**config.mk**
```make
export PLATFORM = sky130hd
export DESIGN_NAME = dpb_sram
export DESIGN_NICKNAME = d
export VERILOG_FILES = /design/src/rtl/dpb_sram_pkg.sv /design/src/rtl/dpb_wr_capture.sv /design/src/rtl/dpb_array.sv /design/src/rtl/dpb_rd_launch.sv /design/src/rtl/dpb_sram.sv
export SDC_FILE = /design/constraint.sdc
export NUM_CORES = 2
export LEC_CHECK = 0
export CAP_MARGIN = 5
export CORE_MARGIN = 2
export CORE_UTILIZATION = 50
export CTS_CLUSTER_DIAMETER = 120
export DETAILED_ROUTE_END_ITERATION = 16
export DONT_BUFFER_PORTS = 1
export HOLD_SLACK_MARGIN = 0.15
export PLACE_DENSITY = 0.66
export SYNTH_ARGS = -nofsm -noshare
export SYNTH_HDL_FRONTEND = slang
export SYNTH_HIERARCHICAL = 1
export SYNTH_SLANG_ARGS = --single-unit
```
**constraint.sdc**
```tcl
create_clock -name clk_i -period 5.22 [get_ports clk_i]
set_input_delay 0.522 -clock clk_i [delete_from_list [all_inputs] [get_ports clk_i]]
set_output_delay 0.522 -clock clk_i [all_outputs]
set_load 0.03 [all_outputs]
```
**src/rtl/dpb_sram_pkg.sv**
```systemverilog
package dpb_sram_pkg;
  localparam int unsigned DEF_ADDR_W = 6;
  localparam int unsigned DEF_WORD_W = 18;
endpackage

```
**src/rtl/dpb_wr_capture.sv**
```systemverilog
module dpb_wr_capture #(
  parameter int unsigned ADDR_W = 6,
  parameter int unsigned WORD_W = 18,
  localparam int unsigned PAIR_W = 2 * WORD_W
) (
  input  logic              clk_i,
  input  logic              rst_ni,
  input  logic              wr_sel_i,
  input  logic [ADDR_W-1:0] addr_i,
  input  logic [WORD_W-1:0] wr_data_i,
  output logic              commit_o,
  output logic [ADDR_W-1:0] commit_addr_o,
  output logic [PAIR_W-1:0] commit_data_o
);
  logic              req_q;
  logic              aval_n;
  logic [ADDR_W-1:0] addr_n;
  logic              pend_q;
  logic [ADDR_W-1:0] paddr_q;
  logic [WORD_W-1:0] d0_q;
  logic [WORD_W-1:0] d1_n;

  // rising edge n: request
  always_ff @(posedge clk_i or negedge rst_ni) begin
    if (!rst_ni) req_q <= 1'b0;
    else         req_q <= wr_sel_i;
  end

  // falling edge n: write address
  always_ff @(negedge clk_i or negedge rst_ni) begin
    if (!rst_ni) begin
      aval_n <= 1'b0;
      addr_n <= '0;
    end else begin
      aval_n <= req_q;
      if (req_q) addr_n <= addr_i;
    end
  end

  // rising edge n+1: first beat
  always_ff @(posedge clk_i or negedge rst_ni) begin
    if (!rst_ni) begin
      pend_q  <= 1'b0;
      paddr_q <= '0;
      d0_q    <= '0;
    end else begin
      pend_q <= aval_n;
      if (aval_n) begin
        paddr_q <= addr_n;
        d0_q    <= wr_data_i;
      end
    end
  end

  // falling edge n+1: second beat
  always_ff @(negedge clk_i or negedge rst_ni) begin
    if (!rst_ni)     d1_n <= '0;
    else if (pend_q) d1_n <= wr_data_i;
  end

  assign commit_o      = pend_q;
  assign commit_addr_o = paddr_q;
  assign commit_data_o = {d1_n, d0_q};

  a_r2_addr_to_commit: assert property (@(posedge clk_i) disable iff (!rst_ni)
    aval_n |=> pend_q && (paddr_q == $past(addr_n)));
endmodule

```
**src/rtl/dpb_array.sv**
```systemverilog
module dpb_array #(
  parameter int unsigned ADDR_W = 6,
  parameter int unsigned WORD_W = 18,
  localparam int unsigned PAIR_W = 2 * WORD_W,
  localparam int unsigned DEPTH  = 1 << ADDR_W
) (
  input  logic              clk_i,
  input  logic              rst_ni,
  input  logic              commit_i,
  input  logic [ADDR_W-1:0] commit_addr_i,
  input  logic [PAIR_W-1:0] commit_data_i,
  input  logic              rd_req_i,
  input  logic [ADDR_W-1:0] rd_addr_i,
  output logic [PAIR_W-1:0] rd_pair_o
);
  logic [PAIR_W-1:0] mem_q [DEPTH];
  logic [PAIR_W-1:0] rd_pair_q;
  logic              fwd_hit;

  always_ff @(posedge clk_i) begin
    if (commit_i) mem_q[commit_addr_i] <= commit_data_i;
  end

  // burst complete but not yet stored: serve from write path
  assign fwd_hit = commit_i && (commit_addr_i == rd_addr_i);

  always_ff @(posedge clk_i or negedge rst_ni) begin
    if (!rst_ni)       rd_pair_q <= '0;
    else if (!rd_req_i) rd_pair_q <= '0;
    else if (fwd_hit)  rd_pair_q <= commit_data_i;
    else               rd_pair_q <= mem_q[rd_addr_i];
  end

  assign rd_pair_o = rd_pair_q;

  a_r2_stored: assert property (@(posedge clk_i) disable iff (!rst_ni)
    commit_i |=> mem_q[$past(commit_addr_i)] == $past(commit_data_i));

  a_r4_forward: assert property (@(posedge clk_i) disable iff (!rst_ni)
    rd_req_i && commit_i && (rd_addr_i == commit_addr_i)
      |=> rd_pair_q == mem_q[$past(rd_addr_i)]);
endmodule

```
**src/rtl/dpb_rd_launch.sv**
```systemverilog
module dpb_rd_launch #(
  parameter int unsigned WORD_W = 18,
  localparam int unsigned PAIR_W = 2 * WORD_W
) (
  input  logic              clk_i,
  input  logic              rst_ni,
  input  logic [PAIR_W-1:0] pair_i,
  output logic [WORD_W-1:0] rd_data_o
);
  logic [WORD_W-1:0] lo_n;

  always_ff @(negedge clk_i or negedge rst_ni) begin
    if (!rst_ni) lo_n <= '0;
    else         lo_n <= pair_i[PAIR_W-1:WORD_W];
  end

  // double-rate output: first beat in high phase, second in low phase
  assign rd_data_o = clk_i ? pair_i[WORD_W-1:0] : lo_n;

  a_r1_second_word: assert property (@(posedge clk_i) disable iff (!rst_ni)
    lo_n == pair_i[PAIR_W-1:WORD_W]);
endmodule

```
**src/rtl/dpb_sram.sv**
```systemverilog
module dpb_sram
  import dpb_sram_pkg::*;
#(
  parameter int unsigned ADDR_W = DEF_ADDR_W,
  parameter int unsigned WORD_W = DEF_WORD_W,
  localparam int unsigned PAIR_W = 2 * WORD_W
) (
  input  logic              clk_i,
  input  logic              rst_ni,
  input  logic [ADDR_W-1:0] addr_i,
  input  logic              rd_sel_i,
  input  logic              wr_sel_i,
  input  logic [WORD_W-1:0] wr_data_i,
  output logic [WORD_W-1:0] rd_data_o
);
  logic              rq_v_q;
  logic [ADDR_W-1:0] rq_addr_q;
  logic              commit;
  logic [ADDR_W-1:0] commit_addr;
  logic [PAIR_W-1:0] commit_data;
  logic [PAIR_W-1:0] rd_pair;

  // read request input register
  always_ff @(posedge clk_i or negedge rst_ni) begin
    if (!rst_ni) begin
      rq_v_q    <= 1'b0;
      rq_addr_q <= '0;
    end else begin
      rq_v_q <= rd_sel_i;
      if (rd_sel_i) rq_addr_q <= addr_i;
    end
  end

  dpb_wr_capture #(.ADDR_W(ADDR_W), .WORD_W(WORD_W)) u_wr (
    .clk_i        (clk_i),
    .rst_ni       (rst_ni),
    .wr_sel_i     (wr_sel_i),
    .addr_i       (addr_i),
    .wr_data_i    (wr_data_i),
    .commit_o     (commit),
    .commit_addr_o(commit_addr),
    .commit_data_o(commit_data)
  );

  dpb_array #(.ADDR_W(ADDR_W), .WORD_W(WORD_W)) u_mem (
    .clk_i        (clk_i),
    .rst_ni       (rst_ni),
    .commit_i     (commit),
    .commit_addr_i(commit_addr),
    .commit_data_i(commit_data),
    .rd_req_i     (rq_v_q),
    .rd_addr_i    (rq_addr_q),
    .rd_pair_o    (rd_pair)
  );

  dpb_rd_launch #(.WORD_W(WORD_W)) u_out (
    .clk_i    (clk_i),
    .rst_ni   (rst_ni),
    .pair_i   (rd_pair),
    .rd_data_o(rd_data_o)
  );

  a_r6_no_capture: assert property (@(posedge clk_i) disable iff (!rst_ni)
    !wr_sel_i |=> ##1 !commit);

  a_r2_request_commits: assert property (@(posedge clk_i) disable iff (!rst_ni)
    wr_sel_i |=> ##1 commit);

  a_r7_idle_zero: assert property (@(posedge clk_i) disable iff (!rst_ni)
    !rd_sel_i |=> ##1 (rd_pair == '0));

  always_comb begin
    if (!rst_ni) a_r8_reset_idle: assert (rd_data_o == '0 && !commit);
  end
endmodule

```
==> key figures <==
Final layout
  – Most common cell after layout, fill and taps aside: edfxtp_1
  – Nets@finish: ~4300
  – Commonest non-fill, non-tap cells in the layout: edfxtp_1, mux4_2, clkbuf_16
  – Synth-to-Final Area Change: 13.4%
  – Layout cells sized above 1: 29.0%

Logic synthesis
  – Mapped cell area: 0.0917 mm²
  – Seq/Total Area, Yosys: 78.5%
  – Syn avg cell area: 22.9 µm²
  – Post-Syn Instances: 4010
  – Synth warn: 6
  – Share of async-settable or async-resettable flops after synthesis: 4.64%
  – Post-synth EDFFs: 2304
  – #FFs+latches synth: 2416
  – Synth Flop Type: edfxtp_1
  – Library cells used by synthesis: 51
  – Syn nets: 4038

STA
  – Final hold vios: 0
  – Slew HR: 18.8%
  – # setup viols final: 0
  – Setup WS post-layout: 0.379 ns
  – Slew Limit Fails: 0
  – RSZ-0062 raised after global routing: no
  – Setup TNS: 0 ns
  – Worst-margin pin slew: 1.21 ns
  – Layout Skew: approximately 0.11 ns

Place
  – Routability cong.: 0.851
  – DP HPWL: around 140000 µm
  – Port Buffers: 0
  – Dpl ws: 1.05 ns

Die
  – Core ar.: 0.183 mm²
  – Die Ht: approximately 430 µm
  – # rows: 157
  – DIE AREA: 0.187 mm²
  – Die W: 432 µm
  – Num ports: 46
  – Initial Util: around half

Global routing
  – Global-route usage over all layers: 27.3%
  – Initial antenna violation count: 31
  – Vias in the first global route: ~44000
  – Largest net degree at the start of global routing: between 100 and 150
  – Grt total ovfl: 0
  – First-pass GRT wire length: 351000 µm

Power
  – Pleak: 33.1 nW
  – Total Power: 43.1 mW
  – Max VDD drop: ~0.00027 V
  – PD cells: 414 mW/mm²

Detailed routing
  – DR vias: 45700
  – Drt drc: 0
  – Initial DRC count: between 6000 and 7000
  – Routed wire length per instance: between 30 and 40 µm
  – Post-route ant nets: 0
  – First-pass DRT Iterations: 5
  – Vias per std cell: between 6 and 7
  – WL final: 253000 µm

Outcome
  – Run status: complete, no violations

Setup path
  – Crit-path max cell delay: 0.41 ns
  – Worst path required time: about 4.7 ns
  – Worst Path Arrival: 4.32 ns
  – CP bufs+invs: 0
  – CP startpoint kind: flip-flop
  – Crit end category: output pin
  – Worst path slowest cell: dfrtn_1
  – CP Max Fanout: 1
  – Worst Path Class, Setup: flip-flop to output pin
  – Worst path cell trace: mux2_2
  – CP delay by family, top: flip-flops

Flow run
  – Max-Cap Viols: 0

Clock network
  – Clk_lat worst skew: 1.00 ns
  – TritonCTS clock tree: built
  – Resized Gates After CTS: 0
  – # Post-CTS Setup Buffers: 0
  – CTS clk-pin slew, worst paths: ~0.060 ns

Hold path
  – Hold Path Class: primary input to flip-flop
-- worst reg2reg max path, cell delays in order, from the launching register on --
cell and delay (ns):
dfrtn_1 1.13, a22oi_1 0.25, nand4b_1 0.16
-- where the power goes --
| part | total (mW) | internal [mW] | leakage (nW) | switching (mW) |
|---|---|---|---|---|
| combinational | 3.72 | 1.30 | 7.12 | 2.41 |
| sequential | 22.1 | 21.9 | 22.1 | 0.251 |
| clock | 17.2 | 9.63 | 3.85 | 7.59 |
-- registers in the layout, indices dropped and copies added, names as in the netlist --
signal and count:
u_mem/mem_q 2304, u_mem/rd_pair_o 36, u_out/lo_n 18, u_wr/d0_q 18
u_wr/d1_n 18, rq_addr_q 6, u_wr/addr_n 6, u_wr/commit_addr_o 6
rq_v_q 1, u_wr/aval_n 1, u_wr/commit_o 1, u_wr/req_q 1
-- metrics by stage --
stage | hold WS (ns) | utilization (%) | cells | instance area [µm²]
floorplan | 0.226 | - | 4010 | 91700
global placement | 0.235 | 52.5 | 6376 | 95900
detailed placement | 0.236 | 52.5 | 6376 | 95900
CTS | 0.184 | 56.9 | 6858 | 104000
global route | 0.223 | 56.9 | 6875 | 104000
finish | 0.230 | 56.9 | 6886 | 104000
-- Yosys cell counts, types with 6 or more instances --
master	instances	share of area, %
buf_6	11	0.14
xnor2_1	6	0.057
mux4_2	577	14
nor2b_1	15	0.10
dfrtn_1	43	1.2
nand2_1	129	0.53
a211o_1	11	0.11
nand3_1	46	0.25
mux2_2	32	0.39
nand4b_1	8	0.076
mux2i_1	41	0.45
or4_1	12	0.098
clkbuf_1	90	0.37
a21boi_0	6	0.049
a211oi_1	12	0.098
buf_2	77	0.42
dfrtp_1	69	1.9
buf_1	20	0.082
a22oi_1	233	1.9
a21oi_1	38	0.21
edfxtp_1	2304	75
mux2_4	46	0.75
and3_1	6	0.041
buf_4	29	0.24
nor2_1	70	0.29
a22o_1	17	0.16
-- cell type report --
type | count | area [µm²]
clock inverter | 118 | 1010
fill | 13100 | 78700
inverter | 5 | 18.8
sequential | 2416 | 72000
tap | 2385 | 2980
clock buffer | 333 | 6620
antenna | 27 | 67.6
multi-input combinational | 1358 | 19000
timing repair buffer | 244 | 2230
-- repair_timing --
item	4_1_cts	5_1_grt
endpoints found under the setup margin	0	0
hold endpoints to repair	95	0
hold buffers	31	0
-- metal layers --
metal	routed length, µm	track usage [%]	share of wire [%]
met1	94800	38.3	37
met2	120000	42.2	48
met3	27400	5.93	11
met4	10500	11.0	4.2
met5	37	0	0.015
-- worst paths after layout --
check	depth (start not counted)	to	slack, ns	from
max in group asynchronous	0	u_out/lo_n[16]	3.21	rst_ni
min	2	rq_addr_q[2]	0.23	addr_i[2]
max reg2reg	2	u_mem/rd_pair_o[23]	1.06	u_wr/d1_n[5]
min in group asynchronous	3	u_mem/rd_pair_o[27]	0.66	rst_ni
max	1	rd_data_o[17]	0.38	u_out/lo_n[17]
min reg2reg	1	u_wr/addr_n[5]	0.47	u_wr/addr_n[5]
-- logic make-up (layout without fill, tap and decap cells) --
| kind of cell | count (synthesis) | after routing | synth area share (%) |
|---|---|---|---|
| mux | 696 | 696 | 15.8 |
| buf+inv | 236 | 700 | 1.35 |
| flops | 2416 | 2416 | 78.5 |
| xor+xnor | 6 | 6 | 0.0573 |
| simple gates | 316 | 316 | 1.62 |
| other cells | 0 | 27 | 0 |
| compound gates | 340 | 340 | 2.74 |
No activity file was read; power rests on OpenSTA's default activity.
